`src/rtl/pwr_mask_regbank_pkg.sv`:
```
package pwr_mask_regbank_pkg;
  localparam int NUM_REGS = 5;
  localparam int IDX_W    = $clog2(NUM_REGS);
  localparam int HALF_W   = 16;

  // Register index order: 0/1 power switch, 2/3 idle request, 4 clock ungate
  localparam int IDX_PWR_LO  = 0;
  localparam int IDX_PWR_HI  = 1;
  localparam int IDX_IDLE_LO = 2;
  localparam int IDX_IDLE_HI = 3;
  localparam int IDX_CLK     = 4;

  typedef struct packed {
    logic [NUM_REGS-1:0] wrSel;
    logic                rdEn;
    logic                rdHit;
    logic [IDX_W-1:0]    rdIdx;
  } regStrobe_t;
endpackage

```
`src/rtl/pwr_mask_regbank_ctrl.sv`:
```
module pwr_mask_regbank_ctrl
  import pwr_mask_regbank_pkg::*;
#(
  parameter int ADDR_W = 8
) (
  input  logic              clk,
  input  logic              rstN,
  input  logic              regValid,
  input  logic              regWrite,
  input  logic [ADDR_W-1:0] regAddr,
  output regStrobe_t        strb
);
  logic [NUM_REGS-1:0] hitVec;

  generate
    for (genvar i = 0; i < NUM_REGS; i++) begin : g_dec
      assign hitVec[i] = (regAddr == ADDR_W'(i * 4));
    end
  endgenerate

  always_comb begin
    strb.wrSel = hitVec & {NUM_REGS{regValid & regWrite}};
    strb.rdEn  = regValid & ~regWrite;
    strb.rdHit = |hitVec;
    strb.rdIdx = '0;
    for (int i = 0; i < NUM_REGS; i++) begin
      if (hitVec[i]) strb.rdIdx = IDX_W'(i);
    end
  end

  // misaligned offsets never select a register
  p_misaligned_nosel_r9: assert property (@(posedge clk) disable iff (!rstN)
    (regValid && regWrite && regAddr[1:0] != 2'b00) |-> (strb.wrSel == '0));

  // at most one register selected per write
  p_single_sel_r10: assert property (@(posedge clk) disable iff (!rstN)
    $onehot0(strb.wrSel));
endmodule

```
`src/rtl/pwr_mask_regbank_dp.sv`:
```
module pwr_mask_regbank_dp
  import pwr_mask_regbank_pkg::*;
#(
  parameter logic [NUM_REGS*HALF_W-1:0] RST_VALS = '0
) (
  input  logic        clk,
  input  logic        rstN,
  input  regStrobe_t  strb,
  input  logic [31:0] wData,
  output logic        rdValid,
  output logic [31:0] rdData,
  output logic [31:0] pwrOffReq,
  output logic [31:0] idleReq,
  output logic [15:0] clkUngate
);
  logic [HALF_W-1:0] regQ [NUM_REGS];
  logic [HALF_W-1:0] wrEn;
  logic [HALF_W-1:0] wrVal;

  assign wrEn  = wData[31:16];
  assign wrVal = wData[15:0];

  generate
    for (genvar i = 0; i < NUM_REGS; i++) begin : g_reg
      always_ff @(posedge clk or negedge rstN) begin
        if (!rstN) regQ[i] <= RST_VALS[i*HALF_W +: HALF_W];
        else if (strb.wrSel[i]) regQ[i] <= (regQ[i] & ~wrEn) | (wrVal & wrEn);
      end

      // bits with a clear enable keep their value across a write
      p_mask_hold_r2: assert property (@(posedge clk) disable iff (!rstN)
        strb.wrSel[i] |=> (((regQ[i] ^ $past(regQ[i])) & ~$past(wData[31:16])) == '0));

      // an unaddressed register does not move
      p_other_hold_r10: assert property (@(posedge clk) disable iff (!rstN)
        !strb.wrSel[i] |=> $stable(regQ[i]));
    end
  endgenerate

  always_ff @(posedge clk or negedge rstN) begin
    if (!rstN) begin
      rdValid <= 1'b0;
      rdData  <= '0;
    end else begin
      rdValid <= strb.rdEn;
      if (strb.rdEn) rdData <= strb.rdHit ? {16'h0, regQ[strb.rdIdx]} : 32'h0;
    end
  end

  assign pwrOffReq = {regQ[IDX_PWR_HI], regQ[IDX_PWR_LO]};
  assign idleReq   = {regQ[IDX_IDLE_HI], regQ[IDX_IDLE_LO]};
  assign clkUngate = regQ[IDX_CLK];

  // read answered one cycle later
  p_rd_latency_r7: assert property (@(posedge clk) disable iff (!rstN)
    strb.rdEn |=> rdValid);
  // upper half of read data is zero
  p_rd_upper_r7: assert property (@(posedge clk) disable iff (!rstN)
    rdValid |-> (rdData[31:16] == 16'h0));
  // unmapped reads return zero
  p_unmapped_rd_r9: assert property (@(posedge clk) disable iff (!rstN)
    (strb.rdEn && !strb.rdHit) |=> (rdData == 32'h0));
endmodule

```
`src/rtl/pwr_mask_regbank.sv`:
```
module pwr_mask_regbank
  import pwr_mask_regbank_pkg::*;
#(
  parameter int ADDR_W = 8,
  parameter logic [NUM_REGS*HALF_W-1:0] RST_VALS = '0
) (
  input  logic              clk,
  input  logic              rstN,
  input  logic              regValid,
  input  logic              regWrite,
  input  logic [ADDR_W-1:0] regAddr,
  input  logic [31:0]       regWdata,
  output logic              rdValid,
  output logic [31:0]       rdData,
  output logic [31:0]       pwrOffReq,
  output logic [31:0]       idleReq,
  output logic [15:0]       clkUngate
);
  regStrobe_t strb;

  pwr_mask_regbank_ctrl #(.ADDR_W(ADDR_W)) u_ctrl (
    .clk(clk), .rstN(rstN), .regValid(regValid), .regWrite(regWrite),
    .regAddr(regAddr), .strb(strb)
  );

  pwr_mask_regbank_dp #(.RST_VALS(RST_VALS)) u_dp (
    .clk(clk), .rstN(rstN), .strb(strb), .wData(regWdata),
    .rdValid(rdValid), .rdData(rdData), .pwrOffReq(pwrOffReq),
    .idleReq(idleReq), .clkUngate(clkUngate)
  );
endmodule

```
`config.mk`:
```
export PLATFORM = sky130hd
export DESIGN_NAME = pwr_mask_regbank
export DESIGN_NICKNAME = d
export VERILOG_FILES = /design/src/rtl/pwr_mask_regbank_pkg.sv /design/src/rtl/pwr_mask_regbank_ctrl.sv /design/src/rtl/pwr_mask_regbank_dp.sv /design/src/rtl/pwr_mask_regbank.sv
export SDC_FILE = /design/constraint.sdc
export NUM_CORES = 1
export LEC_CHECK = 0
export CAP_MARGIN = 20
export CORE_ASPECT_RATIO = 0.9
export CORE_UTILIZATION = 45
export CTS_BUF_LIST = sky130_fd_sc_hd__clkbuf_8
export CTS_CLUSTER_DIAMETER = 80
export DETAILED_ROUTE_END_ITERATION = 16
export GPL_ROUTABILITY_DRIVEN = 0
export PLACE_DENSITY = 0.87
export SETUP_SLACK_MARGIN = 0.1
export SYNTH_ARGS = -nofsm -noshare
export SYNTH_HDL_FRONTEND = slang
export SYNTH_SLANG_ARGS = --single-unit
```
`constraint.sdc`:
```
create_clock -name clk -period 1.5 [get_ports clk]
set_input_delay 0.15 -clock clk [delete_from_list [all_inputs] [get_ports clk]]
set_output_delay 0.15 -clock clk [all_outputs]
set_load 0.03 [all_outputs]
```
# Yosys cells after proc, flatten, opt, wreduce, memory -nomap -nowiden
# Index checks and enable logic that the tools add are counted.
[word_totals] reg_bits=113 latchBits=0 ramBits=0 romBits=0 in_bits=44 output_inout_bits=113 wordCells=39 n_memories=0
[op_classes] addsub=0 n_mul=0 n_div=0 magnitude_cmp=1 n_eq_ne=4 shift=0 n_mux=8 bitwise=17 reduce_logical=2
[op_table] op="AND 16 bit" n=6
[op_table] op="bitwise OR 16 bit" n=5
[op_table] op="binary-select mux 16 bit (select 3 bit)" n=1
[op_table] op="two-way mux 16 bit" n=3
[op_table] op="equality test 8 x 4 -> 1 bit, second input constant" n=2
[op_table] op="inverter 16 bit" n=1
[op_table] op="equality test 8 x 3 -> 1 bit, second input constant" n=1
[op_table] op="equality test 8 x 5 -> 1 bit, second input constant" n=1
[op_table] op="zero test 8 bit" n=1
[op_table] op="AND 5 bit" n=1
[op_table] op="OR reduction 5 bit" n=1
[op_table] op=">= comparator 4 bit, second input constant" n=1
[op_table] op="two-way mux 2 bit" n=2
[op_table] op="inverter 3 -> 4 bit" n=1
[op_table] op="two-way mux 3 bit" n=1
[op_table] op="AND 1 bit" n=2
[op_table] op="two-way mux 1 bit" n=1
[op_table] op="inverter 1 bit" n=1

# Depth between registers and ports, before layout
[logic_depth] ltp_word=10 ltp_mapped=6

# By module
# From an unflattened synthesis, not the netlist that was laid out.
[unflattened] hier_cells=415 area_unflattened_um2=4788.3
[modules_own_cells] mod="pwr_mask_regbank_dp" n_inst=1 cells_each=394 area_per_inst_um2=4657.0
[modules_own_cells] mod="pwr_mask_regbank_ctrl" n_inst=1 cells_each=21 area_per_inst_um2=131.4

# Worst setup path before layout
# No wires, ideal clock.
[synth_timing] kind="register to register" from="register with a tool-made name" to="register u_dp.rdData[0]" t_arrival_ns=1.381 path_slack_ns=-0.007 stages_incl_launch_ff=4 path_buffers=0 period_less_slack_ns=1.507 cell_sequence="dfrtp_1 mux4_2 and3_1 a221o_1"
[synth_lines] element="end signal, assigned" line_no="pwr_mask_regbank_dp.sv:46" text="if (strb.rdEn) rdData <= strb.rdHit ? {16'h0, regQ[strb.rdIdx]} : 32'h0;"
[synth_lines] element="end, declared" line_no="pwr_mask_regbank_dp.sv:11" text="output logic [31:0] rdData,"

==> impl_metrics.ini <==
[sta]
worst_slew_pin_slew_ps = 566
clock_skew_ps = 5.85
fin_crit_ps = 1470
setup_viol = 0
hold_viol = 0
fin_crit_sh_pct = 98.0
slew_headroom_pct = 62.3
rsz0062_at_grt = yes
slew_violations = 0
fin_ws_ps = 29.4
setup_tns_ps = 0
fmax_mhz = 680

[layout]
antenna_cells = 0
n_fill_cell = 768
syn2layout_area_growth_pct = 44.1
fin_util_pct = 68.2
nets = 589
drive_gt1_share_pct = 34.2

[global_route]
track_usage_pct = 28.9
grt_pass1_vias = 4395
overflow = 0
grt_start_max_net_pins = 98
grt_pass1_wl_um = 24700
grt_antenna_before_repair = 0

[drt]
viasPerCell = 6.35
drtPass1Iterations = 5
route.detailed.drc = 0
wire_per_inst_um = 23.5
drtAntennaViolNets = 0
drt_iter0_drc = 334
routed_wl_um = 16000
vias = 4312

[power]
p_leak_nw = 3.62
p_per_area_mw_per_mm2 = 740
peakVddDrop_mv = 0.503

[place]
place_ws_ps = -458
port_buffers = 140
hpwlAfterDp_um = 9580

[logic_synthesis]
synth_top_area_cell = dfrtp_1
async_flop_share_pct = 100
synth_edf_count = 0
yosysSeqAreaShare_pct = 49.0
syn_inst = 373
synthTopCellsByArea = dfrtp_1, mux2_1, nand4_1, mux4_2, mux2_2
syn_avg_cell_area_um2 = 13.3
yosys_warnings = 0
syn_area_mm2 = 0.00495
synth_cell_types = 26
yosysTopAreaCellShare_pct = 49.0
ys_ff_latch = 97
synth_ff_type = dfrtp_1

[cts]
clock_latency_ps = 370
clock-sinks = 97
root_buffer = clkbuf_8
cts_buffer_depth = 2
clk_transition_reported_paths_ps = 90
cts_tree = yes
cts_max_level = 3
cts_made_buffers = 9

[critical_path]
cp_slowest_cell = mux4_2
path_max_fanout = 3
arrival_ps = 1720
crit_chain = mux4_2 -> and3_4 -> a221o_1
worst-path-buf-inv = 0
critPathCaptureType = flip-flop
path_class = flip-flop to flip-flop
start_kind = flip-flop
path_delay_family = multiplexers
critPathRequiredTime_ps = 1750
max_stage_delay_ps = 470

[floorplanning]
rows = 35
die_w_um = 113
core_mm2 = 0.0105
dieArea_mm2 = 0.0114
start_util_pct = 47.3
io_pins = 157
die_y_um = 102

[run]
max_cap_viol_count = 0

[worst_hold_path]
hold_path_class = primary input to asynchronous set/reset pin

[outcome]
run_status = finished clean
==> Yosys cell counts (2+ instances only) <==
cell / n
mux2_1: 65
nand4_1: 80
nor4_4: 2
buf_6: 10
nor2b_1: 2
a221o_1: 16
and3_1: 16
buf_1: 4
mux2_2: 15
mux4_2: 16
clkbuf_1: 5
and2_1: 2
dfrtp_1: 97
buf_2: 15
buf_4: 17
==> final timing paths <==
kind                                 from                          to  slack [ps]  depth (start not counted)
setup / recovery                flip-flop             u_dp.rdData[14]          30                          3
hold / removal                       rstN              u_dp.rdData[4]         320                          3
setup reg to reg                flip-flop             u_dp.rdData[14]          30                          3
hold reg to reg            u_dp.rdData[7]              u_dp.rdData[7]         520                          1
max in group asynchronous            rstN  asynchronous set/reset pin         670                          3
min in group clk               regAddr[1]                   flip-flop         430                          5
==> layout make-up <==
class	instances	area, um^2	area share, %
Multi-Input combinational cell	239	2280	32.0
Clock inverter	4	50.0	0.701
Timing Repair Buffer	197	1970	27.6
Sequential cell	97	2510	35.1
Tap cell	129	161	2.26
Clock buffer	12	165	2.31
Inverter	1	3.75	0.0526
==> stage by stage <==
step / instance area, um^2 / hold slack (ps) / power (W) / cells
after floorplan: 5090 / -146 / 0.00305 / 388
after global placement: 6720 / 242 / 0.00343 / 642
after detailed placement: 6720 / 253 / 0.00345 / 642
after CTS: 7130 / 405 / 0.00529 / 676
after global routing: 7140 / 430 / 0.00545 / 679
final: 7140 / 324 / 0.00528 / 679
==> power by group <==
group	switching (W)	leakage, nW	internal [W]	total (W)
Clock	0.000930	0.105	0.000905	0.00183
Combinational	0.000458	2.27	0.000311	0.000769
Sequential	0.0000271	1.24	0.00265	0.00268
==> repair_timing <==
| action | in CTS | in global routing |
|---|---|---|
| setup buffers | 10 | 3 |
| endpoints found under the hold margin | 97 | 0 |
| resized for setup | 112 | 18 |
| hold buffers | 1 | 0 |
| pin swaps | 3 | 3 |
| setup endpoints to repair | 193 | 83 |
| gates cloned | 7 | 0 |
==> placed cells by master, fill, tap and decap left out, types with 11 or more instances in the layout <==
cell type and instances:
a221o_1 16, and3_1 15, buf_12 11, buf_4 37
clkbuf_8 12, clkdlybuf4s50_1 32, conb_1 16, dfrtp_1 33
dfrtp_2 64, dlygate4sd2_1 101, mux2_1 60, mux2_2 16
mux4_2 16, nand4_1 80
==> layer usage <==
layer	vias up	global-route usage (%)	wire, um
met2	278	47.5	7900
met3	46	5.09	1350
met1	2186	38.1	6270
met5	-	0	0
li1	1802	-	-
met4	0	12.9	464
==> tightest hold or removal path, cell delays in order <==
cell and delay [ps]:
dlygate4sd3_1 530, buf_4 110, buf_12 350
==> cells by family (layout without fill, tap and decap cells) <==
| family | Yosys count | after routing | share of synthesized area, % |
|---|---|---|---|
| flops | 97 | 97 | 49.0 |
| mux | 96 | 96 | 25.5 |
| buf+inv | 52 | 214 | 7.12 |
| simple gates | 111 | 111 | 15.1 |
| other cells | 1 | 16 | 0.0757 |
| compound gates | 16 | 16 | 3.23 |
Power figures use the tool's default switching activity.
